File: src/rtl/sc_pkg.sv
package sc_pkg;
    // Per-direction sequencing state
    typedef enum logic {
        LINK_IDLE = 1'b0,
        LINK_RUN  = 1'b1
    } link_state_e;

    // Parity bit that completes a running XOR to the selected sense
    function automatic logic parity_fill(input logic running_xor, input logic odd_mode);
        return running_xor ^ odd_mode;
    endfunction
endpackage

File: src/rtl/sc_clkgen.sv
module sc_clkgen #(
    parameter int unsigned CLK_DIV = 2
) (
    input  logic clk,
    input  logic rst_n,
    input  logic en,
    output logic card_clk
);
    localparam int unsigned SW = (CLK_DIV > 1) ? $clog2(CLK_DIV) : 1;
    localparam logic [SW-1:0] PH_LAST = SW'(CLK_DIV - 1);
    localparam logic [SW-1:0] PH_HALF = SW'(CLK_DIV / 2);

    typedef struct packed {
        logic [SW-1:0] phase;
        logic          ck;
    } cg_t;

    cg_t q, d;

    always_comb begin
        d = q;
        d.phase = (q.phase == PH_LAST) ? '0 : q.phase + 1'b1;
        d.ck    = en && (d.phase < PH_HALF);
    end

    always_ff @(posedge clk) begin
        if (!rst_n) q <= '0;
        else        q <= d;
    end

    assign card_clk = q.ck;

    // output held low once the enable is removed
    p_clk_off_r12: assert property (@(posedge clk) disable iff (!rst_n)
        !en |=> !card_clk);
endmodule

File: src/rtl/sc_tx.sv
module sc_tx import sc_pkg::*; #(
    parameter int unsigned DATA_BITS = 8,
    parameter int unsigned BIT_CLKS  = 372,
    parameter int unsigned CLK_DIV   = 2
) (
    input  logic                 clk,
    input  logic                 rst_n,
    input  logic                 active,
    input  logic                 odd_par,
    input  logic                 start,
    input  logic [DATA_BITS-1:0] data,
    output logic                 line,
    output logic                 oe,
    output logic                 done,
    output logic                 busy
);
    localparam int unsigned SW = (CLK_DIV > 1) ? $clog2(CLK_DIV) : 1;
    localparam int unsigned CW = $clog2(BIT_CLKS);
    localparam int unsigned IW = $clog2(DATA_BITS + 2);
    localparam logic [SW-1:0] SUB_LAST = SW'(CLK_DIV - 1);
    localparam logic [CW-1:0] CNT_LAST = CW'(BIT_CLKS - 1);
    localparam logic [IW-1:0] IDX_LASTD = IW'(DATA_BITS);
    localparam logic [IW-1:0] IDX_PAR  = IW'(DATA_BITS + 1);

    typedef struct packed {
        link_state_e          st;
        logic [SW-1:0]        sub;
        logic [CW-1:0]        cnt;
        logic [IW-1:0]        idx;
        logic [DATA_BITS-1:0] shreg;
        logic                 par;
        logic                 line;
        logic                 oe;
        logic                 done;
    } tx_t;

    tx_t q, d;

    always_comb begin
        d = q;
        unique case (q.st)
            LINK_IDLE: begin
                if (active && start) begin
                    d.st    = LINK_RUN;
                    d.sub   = '0;
                    d.cnt   = '0;
                    d.idx   = '0;
                    d.shreg = data;
                    d.par   = parity_fill(^data, odd_par);
                    d.line  = 1'b0;
                    d.oe    = 1'b1;
                    d.done  = 1'b0;
                end
            end
            default: begin
                if (!active) begin
                    d.st   = LINK_IDLE;
                    d.line = 1'b1;
                    d.oe   = 1'b0;
                end else if (q.sub != SUB_LAST) begin
                    d.sub = q.sub + 1'b1;
                end else begin
                    d.sub = '0;
                    if (q.cnt != CNT_LAST) begin
                        d.cnt = q.cnt + 1'b1;
                    end else begin
                        d.cnt = '0;
                        d.idx = q.idx + 1'b1;
                        if (q.idx == IDX_PAR) begin
                            d.st   = LINK_IDLE;
                            d.line = 1'b1;
                            d.oe   = 1'b0;
                            d.done = 1'b1;
                        end else if (q.idx == IDX_LASTD) begin
                            d.line = q.par;
                        end else begin
                            d.line  = q.shreg[0];
                            d.shreg = q.shreg >> 1;
                        end
                    end
                end
            end
        endcase
    end

    always_ff @(posedge clk) begin
        if (!rst_n) q <= '{st: LINK_IDLE, line: 1'b1, done: 1'b1, default: '0};
        else        q <= d;
    end

    assign line = q.line;
    assign oe   = q.oe;
    assign done = q.done;
    assign busy = (q.st == LINK_RUN);

    // line rests high whenever it is not being driven
    p_idle_high_r1: assert property (@(posedge clk) disable iff (!rst_n)
        !oe |-> line);
    // completion coincides with release of the line
    p_end_releases_r3: assert property (@(posedge clk) disable iff (!rst_n)
        $rose(done) |-> !oe);
endmodule

File: src/rtl/sc_rx.sv
module sc_rx import sc_pkg::*; #(
    parameter int unsigned DATA_BITS = 8,
    parameter int unsigned BIT_CLKS  = 372,
    parameter int unsigned SAMPLE_AT = 185,
    parameter int unsigned CLK_DIV   = 2
) (
    input  logic                 clk,
    input  logic                 rst_n,
    input  logic                 active,
    input  logic                 odd_par,
    input  logic                 line_in,
    input  logic                 clr_full,
    input  logic                 clr_par,
    input  logic                 clr_ovr,
    output logic [DATA_BITS-1:0] data,
    output logic                 full,
    output logic                 perr,
    output logic                 ovr,
    output logic                 busy
);
    localparam int unsigned SW = (CLK_DIV > 1) ? $clog2(CLK_DIV) : 1;
    localparam int unsigned CW = $clog2(BIT_CLKS);
    localparam int unsigned IW = $clog2(DATA_BITS + 2);
    localparam logic [SW-1:0] SUB_LAST   = SW'(CLK_DIV - 1);
    localparam logic [CW-1:0] CNT_LAST   = CW'(BIT_CLKS - 1);
    localparam logic [CW-1:0] CNT_SAMPLE = CW'(SAMPLE_AT);
    localparam logic [IW-1:0] IDX_PAR    = IW'(DATA_BITS + 1);

    typedef struct packed {
        link_state_e          st;
        logic                 s1;
        logic                 s2;
        logic                 s3;
        logic [SW-1:0]        sub;
        logic [CW-1:0]        cnt;
        logic [IW-1:0]        idx;
        logic [DATA_BITS-1:0] shreg;
        logic                 acc;
        logic [DATA_BITS-1:0] data;
        logic                 full;
        logic                 perr;
        logic                 ovr;
    } rx_t;

    rx_t  q, d;
    logic fall_seen;
    logic bit_val;

    always_comb begin
        d         = q;
        d.s1      = line_in;
        d.s2      = q.s1;
        d.s3      = q.s2;
        fall_seen = q.s3 && !q.s2;
        bit_val   = q.s2;
        if (clr_full) d.full = 1'b0;
        if (clr_par)  d.perr = 1'b0;
        if (clr_ovr)  d.ovr  = 1'b0;
        unique case (q.st)
            LINK_IDLE: begin
                if (active && !q.perr && !q.ovr && fall_seen) begin
                    d.st  = LINK_RUN;
                    d.sub = '0;
                    d.cnt = '0;
                    d.idx = '0;
                    d.acc = 1'b0;
                end
            end
            default: begin
                if (!active) begin
                    d.st = LINK_IDLE;
                end else if (q.sub != SUB_LAST) begin
                    d.sub = q.sub + 1'b1;
                end else begin
                    d.sub = '0;
                    if (q.cnt == CNT_LAST) begin
                        d.cnt = '0;
                        d.idx = q.idx + 1'b1;
                    end else begin
                        d.cnt = q.cnt + 1'b1;
                    end
                    if (q.cnt == CNT_SAMPLE) begin
                        if (q.idx == '0) begin
                            if (bit_val) d.st = LINK_IDLE;
                        end else if (q.idx != IDX_PAR) begin
                            d.shreg = {bit_val, q.shreg[DATA_BITS-1:1]};
                            d.acc   = q.acc ^ bit_val;
                        end else begin
                            d.st = LINK_IDLE;
                            if (q.full) begin
                                d.ovr = 1'b1;
                            end else begin
                                d.data = q.shreg;
                                d.full = 1'b1;
                                if (bit_val != parity_fill(q.acc, odd_par)) d.perr = 1'b1;
                            end
                        end
                    end
                end
            end
        endcase
    end

    always_ff @(posedge clk) begin
        if (!rst_n) q <= '{st: LINK_IDLE, s1: 1'b1, s2: 1'b1, s3: 1'b1, default: '0};
        else        q <= d;
    end

    assign data = q.data;
    assign full = q.full;
    assign perr = q.perr;
    assign ovr  = q.ovr;
    assign busy = (q.st == LINK_RUN);

    // overrun leaves stored byte untouched
    p_ovr_keeps_data_r7: assert property (@(posedge clk) disable iff (!rst_n)
        $rose(ovr) |-> $stable(data));
    // parity error persists without its clear strobe
    p_perr_hold_r8: assert property (@(posedge clk) disable iff (!rst_n)
        perr && !clr_par |=> perr);
    // a pending error keeps the receiver idle
    p_err_blocks_r9: assert property (@(posedge clk) disable iff (!rst_n)
        (perr || ovr) && !busy |=> !busy);
endmodule

File: src/rtl/sc_xcvr.sv
module sc_xcvr #(
    parameter int unsigned DATA_BITS = 8,
    parameter int unsigned BIT_CLKS  = 372,
    parameter int unsigned SAMPLE_AT = 185,
    parameter int unsigned CLK_DIV   = 2
) (
    input  logic                 clk,
    input  logic                 rst_n,
    input  logic                 if_en,
    input  logic                 tx_en,
    input  logic                 rx_en,
    input  logic                 loopback,
    input  logic                 odd_par,
    input  logic                 clk_out_en,
    input  logic                 tx_start,
    input  logic [DATA_BITS-1:0] tx_data,
    input  logic                 rx_line,
    input  logic                 clr_full,
    input  logic                 clr_par_err,
    input  logic                 clr_overrun,
    output logic                 tx_line,
    output logic                 tx_oe,
    output logic                 card_clk,
    output logic                 tx_end,
    output logic [DATA_BITS-1:0] rx_data,
    output logic                 rx_full,
    output logic                 par_err,
    output logic                 overrun
);
    logic tx_go, rx_go, rx_src, tx_busy, rx_busy, tx_line_w;

    // One direction at a time unless self-test loopback is requested
    assign tx_go  = if_en && tx_en && (!rx_en || loopback);
    assign rx_go  = if_en && rx_en && (!tx_en || loopback);
    assign rx_src = loopback ? tx_line_w : rx_line;

    sc_clkgen #(.CLK_DIV(CLK_DIV)) u_clkgen (
        .clk      (clk),
        .rst_n    (rst_n),
        .en       (clk_out_en),
        .card_clk (card_clk)
    );

    sc_tx #(.DATA_BITS(DATA_BITS), .BIT_CLKS(BIT_CLKS), .CLK_DIV(CLK_DIV)) u_tx (
        .clk     (clk),
        .rst_n   (rst_n),
        .active  (tx_go),
        .odd_par (odd_par),
        .start   (tx_start),
        .data    (tx_data),
        .line    (tx_line_w),
        .oe      (tx_oe),
        .done    (tx_end),
        .busy    (tx_busy)
    );

    sc_rx #(.DATA_BITS(DATA_BITS), .BIT_CLKS(BIT_CLKS), .SAMPLE_AT(SAMPLE_AT),
            .CLK_DIV(CLK_DIV)) u_rx (
        .clk      (clk),
        .rst_n    (rst_n),
        .active   (rx_go),
        .odd_par  (odd_par),
        .line_in  (rx_src),
        .clr_full (clr_full),
        .clr_par  (clr_par_err),
        .clr_ovr  (clr_overrun),
        .data     (rx_data),
        .full     (rx_full),
        .perr     (par_err),
        .ovr      (overrun),
        .busy     (rx_busy)
    );

    assign tx_line = tx_line_w;

    // both sequencers run together only under loopback
    p_one_dir_r10: assert property (@(posedge clk) disable iff (!rst_n)
        tx_busy && rx_busy |-> $past(loopback));
endmodule

File: config.mk
export PLATFORM = sky130hd
export DESIGN_NAME = sc_xcvr
export DESIGN_NICKNAME = d
export VERILOG_FILES = /design/src/rtl/sc_pkg.sv /design/src/rtl/sc_clkgen.sv /design/src/rtl/sc_tx.sv /design/src/rtl/sc_rx.sv /design/src/rtl/sc_xcvr.sv
export SDC_FILE = /design/constraint.sdc
export NUM_CORES = 1
export LEC_CHECK = 0
export BUFFER_PORTS_ARGS = -buffer_cell sky130_fd_sc_hd__buf_2
export CORE_MARGIN = 3
export CORE_UTILIZATION = 62
export DETAILED_ROUTE_END_ITERATION = 10
export PLACE_DENSITY = 0.84
export SLEW_MARGIN = 10
export SYNTH_ARGS = -nofsm -noshare
export SYNTH_HDL_FRONTEND = slang
export SYNTH_SLANG_ARGS = --single-unit
File: constraint.sdc
create_clock -name clk -period 3 [get_ports clk]
set_input_delay 0.3 -clock clk [delete_from_list [all_inputs] [get_ports clk]]
set_output_delay 0.3 -clock clk [all_outputs]
set_load 0.02 [all_outputs]
# Word level (Yosys, flattened, before mapping)
# Cells that the tools add are included.
# Widths: inputs -> output; s select.
[word_totals]
regBits = 67
out_inout_bits = 15
inputBits = 21
[classes]
reduce_logical = 35
eq_ne = 22
mux = 51
add_sub_neg = 7
order_cmp = 1
bitwise_logic = 7
[op_table]
columns = ["operator", "count"]
rows = [
  ["$mux 20", 2],
  ["$mux 34", 1],
  ["$mux 33", 1],
  ["$mux 14", 2],
  ["$mux 27", 1],
  ["$mux 9", 3],
  ["$mux 1", 26],
  ["$mux 23", 1],
  ["$mux 22", 1],
  ["$mux 21", 1],
  ["$ne 2x2->1 const B", 10],
  ["$add 9x1->9 const B", 2],
  ["$reduce_and 6->1", 3],
  ["$mux 8", 2],
  ["$mux 12", 1],
  ["$mux 3", 4],
  ["$reduce_and 4->1", 3],
  ["$mux 11", 1],
  ["$logic_and 1x1->1", 10],
  ["$mux 10", 1],
  ["$eq 9x8->1 const B", 1],
  ["$eq 9x9->1 const B", 1],
  ["$ne 3x3->1 const B", 3],
  ["$ne 9x9->1 const B", 1],
  ["20 further kinds", 41],
]

# Depth between registers and ports, before layout
# Gate-level depths: netlist (run 1).
[logic_depth]
word_depth = 10
mapped_depth = 8
mapped_depth_nobuf = 7

# Modules after synthesis
# From an unflattened synthesis (run 1), not the netlist that was laid out.
[unflattened]
hier_cells = 368
hier_area_um2 = 3275.6
[by_module_without_submodules]
columns = ["module", "cells_each", "seq_area_each_um2", "n_inst", "area_per_inst_um2"]
rows = [
  ["sc_rx", 191, 760.7, 1, 1744.2],
  ["sc_tx", 167, 540.5, 1, 1438.9],
  ["sc_clkgen", 4, 40.0, 1, 56.3],
  ["sc_xcvr", 6, 0.0, 1, 36.3],
]

# Least setup slack after synthesis (run 1)
# OpenSTA, ideal clock, no wires.
[synth_path]
path_kind = "reg-to-reg"
start = "register u_rx.q (netlist bit u_rx.busy)"
end = "register u_rx.q[18] (netlist bit)"
arrival_time_ns = 1.534
path_stages_with_launch = 8
required_ns = 2.872
path_slack_ns = 1.338
path_cell_list = "dfxtp_1 -> nand2_1 -> or3_1 -> buf_2 -> nor3_2 -> buf_6 -> mux2i_1 -> nor2_1"
[synth_via]
elab_chain_len = 1
[synth_lines]
columns = ["element", "line_no", "rtl"]
rows = [
  ["start: declaration", "sc_rx.sv:45", "rx_t q, d;"],
  ["start signal: assignment", "sc_rx.sv:105", "if (!rst_n) q <= '{st: LINK_IDLE, s1: 1'b1, s2: 1'b1, s3: 1'b1, default: '0};"],
  ["start signal: assignment", "sc_rx.sv:106", "else q <= d;"],
  ["$reduce_and 6->1 (no source line)", "n/a", ""],
]
# No other way between the ends.
# A chain may end at the register's enable or synchronous reset.

# Worst setup path after layout (run 1)
[layout_path]
start = "register u_tx.q (netlist bit u_tx.busy)"
end = "register u_tx.q[10] (netlist bit)"
[layout_via]
elab_chain_len = 2
[layout_lines]
columns = ["element", "line_no", "rtl"]
rows = [
  ["start: declaration", "sc_tx.sv:37", "tx_t q, d;"],
  ["start signal: assignment", "sc_tx.sv:87", "if (!rst_n) q <= '{st: LINK_IDLE, line: 1'b1, done: 1'b1, default: '0};"],
  ["start signal: assignment", "sc_tx.sv:88", "else q <= d;"],
  ["$ne 2x2->1 (no source line) (tied with other cells)", "n/a", ""],
  ["$reduce_and 6->1 (no source line)", "n/a", ""],
]
# Several ways; a longest one is shown, not always the timed one.

==> impl_metrics.csv, run 1 <==
group,metric,value,unit
cts,ctsLongestPathBuffers,2,
yosys,yosysTopAreaCell,"dfxtp_1",
yosys,synthAdderAreaFrac,3.47,%
cts,numCtsBuffers,9,
yosys,synthMuxAreaShare,6.48,%
power_and_ir_drop,power.leakage,1.47,nW
cts,holdBufCountCts,0,
detailed_routing,num_vias,2558,
yosys,syn_avg_cell_area,9.13,µm²
run,cap_violations,0,
power_and_ir_drop,p_sw,0.438,mW
hold_path,min_path_type,"in2reg",
yosys,yosysSeqAreaShare,41.4,%
grt,grt_pass1_vias,2515,
yosys,async_flop_share,0,%
grt,grt_overflow,0,
grt,grt_usage,22.9,%
hold_path,hold_start,"clk_out_en",
timing,drv_slew,0,
yosys,synth_top_family_by_area,"simple AND/OR/NAND/NOR gates",
floorplanning,rows,25,
finish,nets,413,
power_and_ir_drop,p_comb_share,6.5,%
critical_path,worstSetupStartpointType,"flop",
detailed_routing,top_layer_used,"met4",
placed_design,io_buffer_count,35,
yosys,yosys-top-cells-area,"dfxtp_1, nor2_1, mux2i_1",
critical_path,worstSetupPathType,"reg2reg",
grt,grt_pass1_wl,11200,µm
hold_path,hold_depth,2,
cts,cts_setup_buffers,0,
timing,final-setup-viol-count,0,
cts,clock_latency,0.35,ns
cts,cts_tree,"built",
cts,cts.reportedPaths.clkPinSlew,0.08,ns
detailed_routing,drt_pre_antenna_iters,4,
critical_path,reg2reg_slack,0.68,ns
critical_path,worst-path-max-fanout,19,
critical_path,cp-startpoint,"u_tx.busy$_SDFF_PN0_",
detailed_routing,routed_wl,6370,µm
floorplanning,chipWidth,78.3,µm
detailed_routing,wl_met1,2960,µm
detailed_routing,routed_via_density,5.62,
timing,rsz0062_at_grt,"false",
yosys,synth-compound-area-share,13.1,%
finish,syn2layout_area_growth,11.2,%
critical_path,worst_ep_required_time,3.25,ns
grt,antenna_found_initial,0,
power_and_ir_drop,ir_drop,0.404,mV
yosys,yosys.area_share.simple,23.3,%
cts,root_buffer,"clkbuf_8",
placed_design,place_congestion,0.843,
status,outcome,"completed",
timing,period_share,77.2,%
placed_design,dp_hpwl,4470,µm
finish,drive_gt1_share,16.0,%
yosys,syn_nets,385,
power_and_ir_drop,swShare,24.3,%
yosys,synthCells,355,
cts,cts_max_level,3,
critical_path,rr_worst_depth,5,
cts,cts_resized,0,
critical_path,reg2reg_from,"u_tx.busy$_SDFF_PN0_",
critical_path,crit_path_top_delay_cell,"dfxtp_1",
detailed_routing,met3WireLength,311,µm
yosys,ys_types,50,
detailed_routing,wl_per_cell,14.0,µm
timing,fin_tns_setup,0,ns
detailed_routing,first_iter_violations,108,
yosys,synth_top_area_share,41.4,%
timing,clock.fmax,432,MHz
floorplanning,die_h,78.3,µm
yosys,ys.flop_type,"dfxtp_1",
yosys,synth.cell_area,3240,µm²
cts,clock_sinks,67,
power_and_ir_drop,internal-power,1.36,mW
detailed_routing,drc_errors,0,
finish,insertedDiodeCount,0,
critical_path,cpPeakStageDelay,0.75,ns
floorplanning,num_io_pins,36,
yosys,synth_edf_count,0,
timing,hold_violations,0,
critical_path,crit_end,"u_tx.q[10]$_SDFFE_PN0P_",
power_and_ir_drop,power.share.sequential,50.6,%
critical_path,crit_top_cell,"nor2_1",
power_and_ir_drop,clkPwrFrac,42.9,%
timing,tightest_slew,1.16,ns
floorplanning,core_region_area,4880,µm²
timing,slew_headroom,22.8,%
power_and_ir_drop,power_density,500,nW/µm²
yosys,ys_ff_latch,67,
timing,clock-skew-final,0.00718,ns
power_and_ir_drop,total_power,1.80,mW
detailed_routing,route.met2.wl,3000,µm
critical_path,r2r-end,"u_tx.q[10]$_SDFFE_PN0P_",
detailed_routing,final_antenna_net_count,0,
floorplanning,initial_core_util,66.4,%
yosys,synth_xor_area_share,7.18,%
critical_path,worst_setup_path_end_kind,"flop",
yosys,synth_warnings,0,
floorplanning,dieArea,6130,µm²
grt,grt_max_degree,39,
critical_path,worstPathCellList,"nor2_1 > or3_1 > a21oi_2 > nor2_1 > a211oi_1",
critical_path,cp.arrival,2.57,ns
timing,finalCriticalPeriod,2.32,ns
power by group through the flow:
| stage | Combinational (mW) | Sequential (mW) | Clock [mW] |
|---|---|---|---|
| 3_5_place_dp | 0.116 | 0.933 | 0 |
| 5_1_grt | 0.129 | 0.914 | 0.830 |
| 4_1_cts | 0.117 | 0.912 | 0.791 |
| 3_3_place_gp | 0.114 | 0.932 | 0 |
| 6_report | 0.117 | 0.913 | 0.773 |
| 2_1_floorplan | 0.0802 | 0.933 | 0 |
how the worst min path moves through the flow:
stage,to,slack [ns]
floorplan,u_rx.bit_val$_SDFF_PN1_,0.37
global placement,u_clkgen.q[1]$_SDFF_PN0_,0.39
detailed placement,u_rx.bit_val$_SDFF_PN1_,0.40
CTS,u_clkgen.card_clk$_SDFF_PN0_,0.17
global route,u_clkgen.card_clk$_SDFF_PN0_,0.17
finish,u_clkgen.card_clk$_SDFF_PN0_,0.18
layout make-up:
type | count | area, µm²
clock buffers | 10 | 138
clock inverters | 6 | 72.6
fillers | 363 | 1270
inverters | 10 | 37.5
multi-input cells | 257 | 1740
flip-flops and latches | 67 | 1340
well taps | 67 | 83.8
repair buffers | 38 | 198
worst max-delay path, delay by kind of cell, from the launching register on:
| family | cells | cell delay, ns |
|---|---|---|
| AOI/OAI and AO/OA | 2 | 0.67 |
| DFF | 1 | 0.75 |
| and+or+nand+nor | 3 | 0.79 |
kinds of logic after synthesis:
kind of cell / after synthesis
muxes: 21
xor gates and xnor gates: 25
adders and majority gates: 9
AOI/OAI and AO/OA: 63
DFF: 67
buffers and inverters: 31
and+or+nand+nor: 139
cells in the mapped netlist (all sizes together) (3+ instances only):
library cell,number
o2111ai,4
a22oi,9
inv,10
nand2,13
mux2i,21
o211ai,3
nand2b,8
o21ai,11
nor2,60
nand3,6
nor4b,3
nand4b,3
nor2b,4
buf,14
ha,9
nand3b,4
a211oi,8
xor2,13
nand4,5
nor3,6
clkbuf,7
and3,11
a21oi,15
dfxtp,67
or3,5
xnor2,11
a31oi,4
nor4,4
flip-flops by register name (all words and copies together) (netlist names):
| signal | flops |
|---|---|
| u_rx.full | 1 |
| u_tx.line | 1 |
| u_rx.bit_val | 1 |
| u_rx.data | 8 |
| u_tx.busy | 1 |
| u_rx.perr | 1 |
| u_clkgen.card_clk | 1 |
| u_tx.oe | 1 |
| u_rx.q | 24 |
| u_tx.done | 1 |
| u_rx.ovr | 1 |
| u_clkgen.q | 1 |
| u_tx.q | 23 |
| u_rx.busy | 1 |
| u_rx.d | 1 |
per-stage QoR:
stage	worst slack, ns	instances	hold WS, ns	utilization [%]	instance area [µm²]
after CTS	0.713	455	0.170	73.9	3610
after detailed placement	0.741	439	0.403	69.6	3400
final	0.683	455	0.183	73.9	3610
after global placement	0.850	439	0.391	69.6	3400
after floorplan	1.34	355	0.373	-	3240
after global routing	0.487	455	0.174	73.9	3610
routing by layer:
metal / vias to the layer above / GRT usage (%)
met5: - / 0
met3: 10 / 7.22
met1: 1177 / 27.8
li1: 1306 / -
met4: 0 / 10.5
met2: 65 / 37.0
placed cells by master (no fill, tap or decap), drive strengths merged, types with 2 or more instances in the layout:
cell / Yosys / layout
a211oi: 8 / 8
a21oi: 15 / 15
a22oi: 9 / 9
a31oi: 4 / 4
and2: 2 / 2
and3: 11 / 11
and4b: 2 / 2
buf: 14 / 38
clkbuf: 7 / 10
clkinv: 0 / 3
dfxtp: 67 / 67
ha: 9 / 9
inv: 10 / 11
mux2i: 21 / 21
nand2: 13 / 13
nand2b: 8 / 8
nand3: 6 / 6
nand3b: 4 / 4
nand4: 5 / 5
nand4b: 3 / 3
nor2: 60 / 60
nor2b: 4 / 4
nor3: 6 / 6
nor4: 4 / 4
nor4b: 3 / 3
o2111ai: 4 / 4
o211ai: 3 / 3
o21a: 2 / 2
o21ai: 11 / 11
or3: 5 / 5
xnor2: 11 / 11
xor2: 13 / 13
Power figures use the tool's default switching activity.
==> run 2: changes to the inputs <==
- CORE_UTILIZATION: 62 -> 52
- PLACE_DENSITY: 0.84 -> 0.75
- clock period: 3 -> 1.86 ns (I/O delays scaled with it)
==> run 2 against run 1 <==
Net effect: count of clock-buffer cells in the layout increased by 2; power increased by 69%; clock skew about the same; fmax up 34%; setup slack worse by 0.56 ns; flip-flop and latch count unchanged; die area up 18%; register-to-register slack lost 0.56 ns; final cell count up 5.1%; via count is 1.1% higher; first-iteration DRC count increased by 1.9%; wire length rose by 2.5%; critical endpoint is now u_tx.q[12]$_SDFFE_PN0P_; largest power group unchanged; highest routed layer unchanged.
==> impl_metrics.csv, run 2 (synthesis gave the netlist of run 1 again) <==
group,metric,value,unit
critical_path,worst_ep_required_time,2.09,ns
run,cap_violations,0,
floorplanning,num_io_pins,36,
detailed_routing,routed_wl,6520,µm
cts,clock_latency,0.35,ns
power_and_ir_drop,power.share.sequential,48.3,%
detailed_routing,wl_per_cell,13.6,µm
critical_path,r2r-end,"u_tx.q[12]$_SDFFE_PN0P_",
finish,largest_reg_flops,24,
cts,cts_setup_buffers,0,
grt,antenna_found_initial,0,
power_and_ir_drop,clkPwrFrac,44.9,%
cts,cts_max_level,3,
timing,clock.fmax,576,MHz
timing,period_share,93.3,%
floorplanning,core_region_area,5990,µm²
timing,drv_slew,0,
power_and_ir_drop,internal-power,2.37,mW
power_and_ir_drop,ir_drop,0.492,mV
critical_path,worst-path-max-fanout,5,
finish,insertedDiodeCount,0,
cts,ctsLongestPathBuffers,2,
status,outcome,"completed",
grt,grt_overflow,0,
power_and_ir_drop,p_sw,0.668,mW
timing,fin_tns_setup,0,ns
grt,grt_max_degree,21,
floorplanning,die_h,85.0,µm
critical_path,crit_end,"u_tx.q[12]$_SDFFE_PN0P_",
finish,syn2layout_area_growth,16.4,%
floorplanning,chipWidth,85.0,µm
placed_design,dp_hpwl,4800,µm
floorplanning,initial_core_util,54.1,%
cts,cts_resized,0,
power_and_ir_drop,p_comb_share,6.8,%
finish,layout.cells.most_common,"dfxtp_1",
grt,grt_pass1_vias,2563,
finish,drive_gt1_share,19.6,%
timing,finalCriticalPeriod,1.74,ns
cts,cts_tree,"built",
timing,tightest_slew,0.539,ns
cts,root_buffer,"clkbuf_8",
power_and_ir_drop,power.leakage,1.56,nW
cts,numCtsBuffers,9,
critical_path,worstSetupPathType,"reg2reg",
detailed_routing,num_vias,2587,
power_and_ir_drop,power_density,807,nW/µm²
critical_path,cp.arrival,1.96,ns
critical_path,reg2reg_slack,0.12,ns
finish,final_cells,478,
power_and_ir_drop,swShare,22.0,%
hold_path,min_path_type,"in2reg",
placed_design,place_congestion,0.827,
timing,rsz0062_at_grt,"false",
critical_path,worstSetupStartpointType,"flop",
detailed_routing,routed_via_density,5.41,
floorplanning,rows,28,
timing,slew_headroom,64.0,%
grt,grt_pass1_wl,11300,µm
cts,clock_sinks,67,
detailed_routing,first_iter_violations,110,
critical_path,rr_worst_depth,7,
timing,hold_violations,0,
detailed_routing,drc_errors,0,
grt,grt_usage,19.3,%
placed_design,io_buffer_count,35,
finish,nets,428,
timing,final-setup-viol-count,0,
critical_path,cp-startpoint,"u_tx.q[16]$_SDFFE_PN0P_",
placed_design,place_inst,462,
timing,clock-skew-final,0.00721,ns
finish,top_register,"u_rx.q",
critical_path,worst_setup_path_end_kind,"flop",
detailed_routing,drt_pre_antenna_iters,4,
finish,layout_common_cells,"dfxtp_1, nor2_1, buf_2",
floorplanning,dieArea,7220,µm²
critical_path,reg2reg_from,"u_tx.q[16]$_SDFFE_PN0P_",
cts,holdBufCountCts,0,
cts,cts.reportedPaths.clkPinSlew,0.07,ns
detailed_routing,final_antenna_net_count,0,
[run 2: metal layers]
layer  share of wire (%)  global-route usage (%)  up-vias
met2                  45                    30.7       49
li1                    -                       -     1344
met4                 1.8                    7.91        0
met3                 4.7                    5.15       11
met1                  49                    24.9     1183
met5                   0                       0        -
[run 2: how the worst min path moves through the flow]
stage / startpoint / endpoint / slack [ns] / depth (start not counted)
floorplan: rst_n / u_rx.bit_val$_SDFF_PN1_ / 0.26 / 1
global placement: u_clkgen.q[1]$_SDFF_PN0_ / u_clkgen.q[1]$_SDFF_PN0_ / 0.39 / 1
detailed placement: rx_line / u_rx.d[35]$_SDFF_PN1_ / 0.40 / 3
CTS: rx_line / u_rx.d[35]$_SDFF_PN1_ / 0.03 / 3
global route: rx_line / u_rx.d[35]$_SDFF_PN1_ / 0.06 / 3
finish: rx_line / u_rx.d[35]$_SDFF_PN1_ / 0.05 / 3
[run 2: power by group through the flow]
stage | sequential, mW | clock, mW | combinational [mW]
global placement | 1.50 | 0 | 0.203
floorplan | 1.50 | 0 | 0.129
global route | 1.47 | 1.46 | 0.228
finish | 1.47 | 1.37 | 0.207
detailed placement | 1.50 | 0 | 0.207
CTS | 1.47 | 1.39 | 0.207
[run 2: area by class of cell]
class / count / area, µm²
Fill cell: 494 / 2220
Multi-Input combinational cell: 257 / 1740
Sequential cell: 67 / 1340
Timing Repair Buffer: 53 / 327
Clock buffer: 12 / 155
Tap cell: 75 / 93.8
Clock inverter: 4 / 72.6
Inverter: 10 / 37.5
[run 2: stage by stage]
stage / instance area [µm²] / hold WS (ns) / setup WS, ns / power (mW) / utilization, %
4_1_cts: 3760 / 0.0343 / 0.0830 / 3.07 / 62.7
3_5_place_dp: 3530 / 0.404 / 0.139 / 1.71 / 58.9
6_report: 3770 / 0.0460 / 0.125 / 3.04 / 63.0
3_3_place_gp: 3530 / 0.392 / 0.180 / 1.70 / 58.9
2_1_floorplan: 3240 / 0.259 / 0.198 / 1.63 / -
5_1_grt: 3770 / 0.0570 / 0.0000357 / 3.16 / 63.0
[run 2: worst max-delay path, cell delays in order (launching register included)]
cell and delay [ns]:
dfxtp_2 0.34, ha_1 0.22, and4b_1 0.24, and2_1 0.20, a31oi_2 0.28, buf_4 0.18, xnor2_1 0.11, nor2_1 0.06
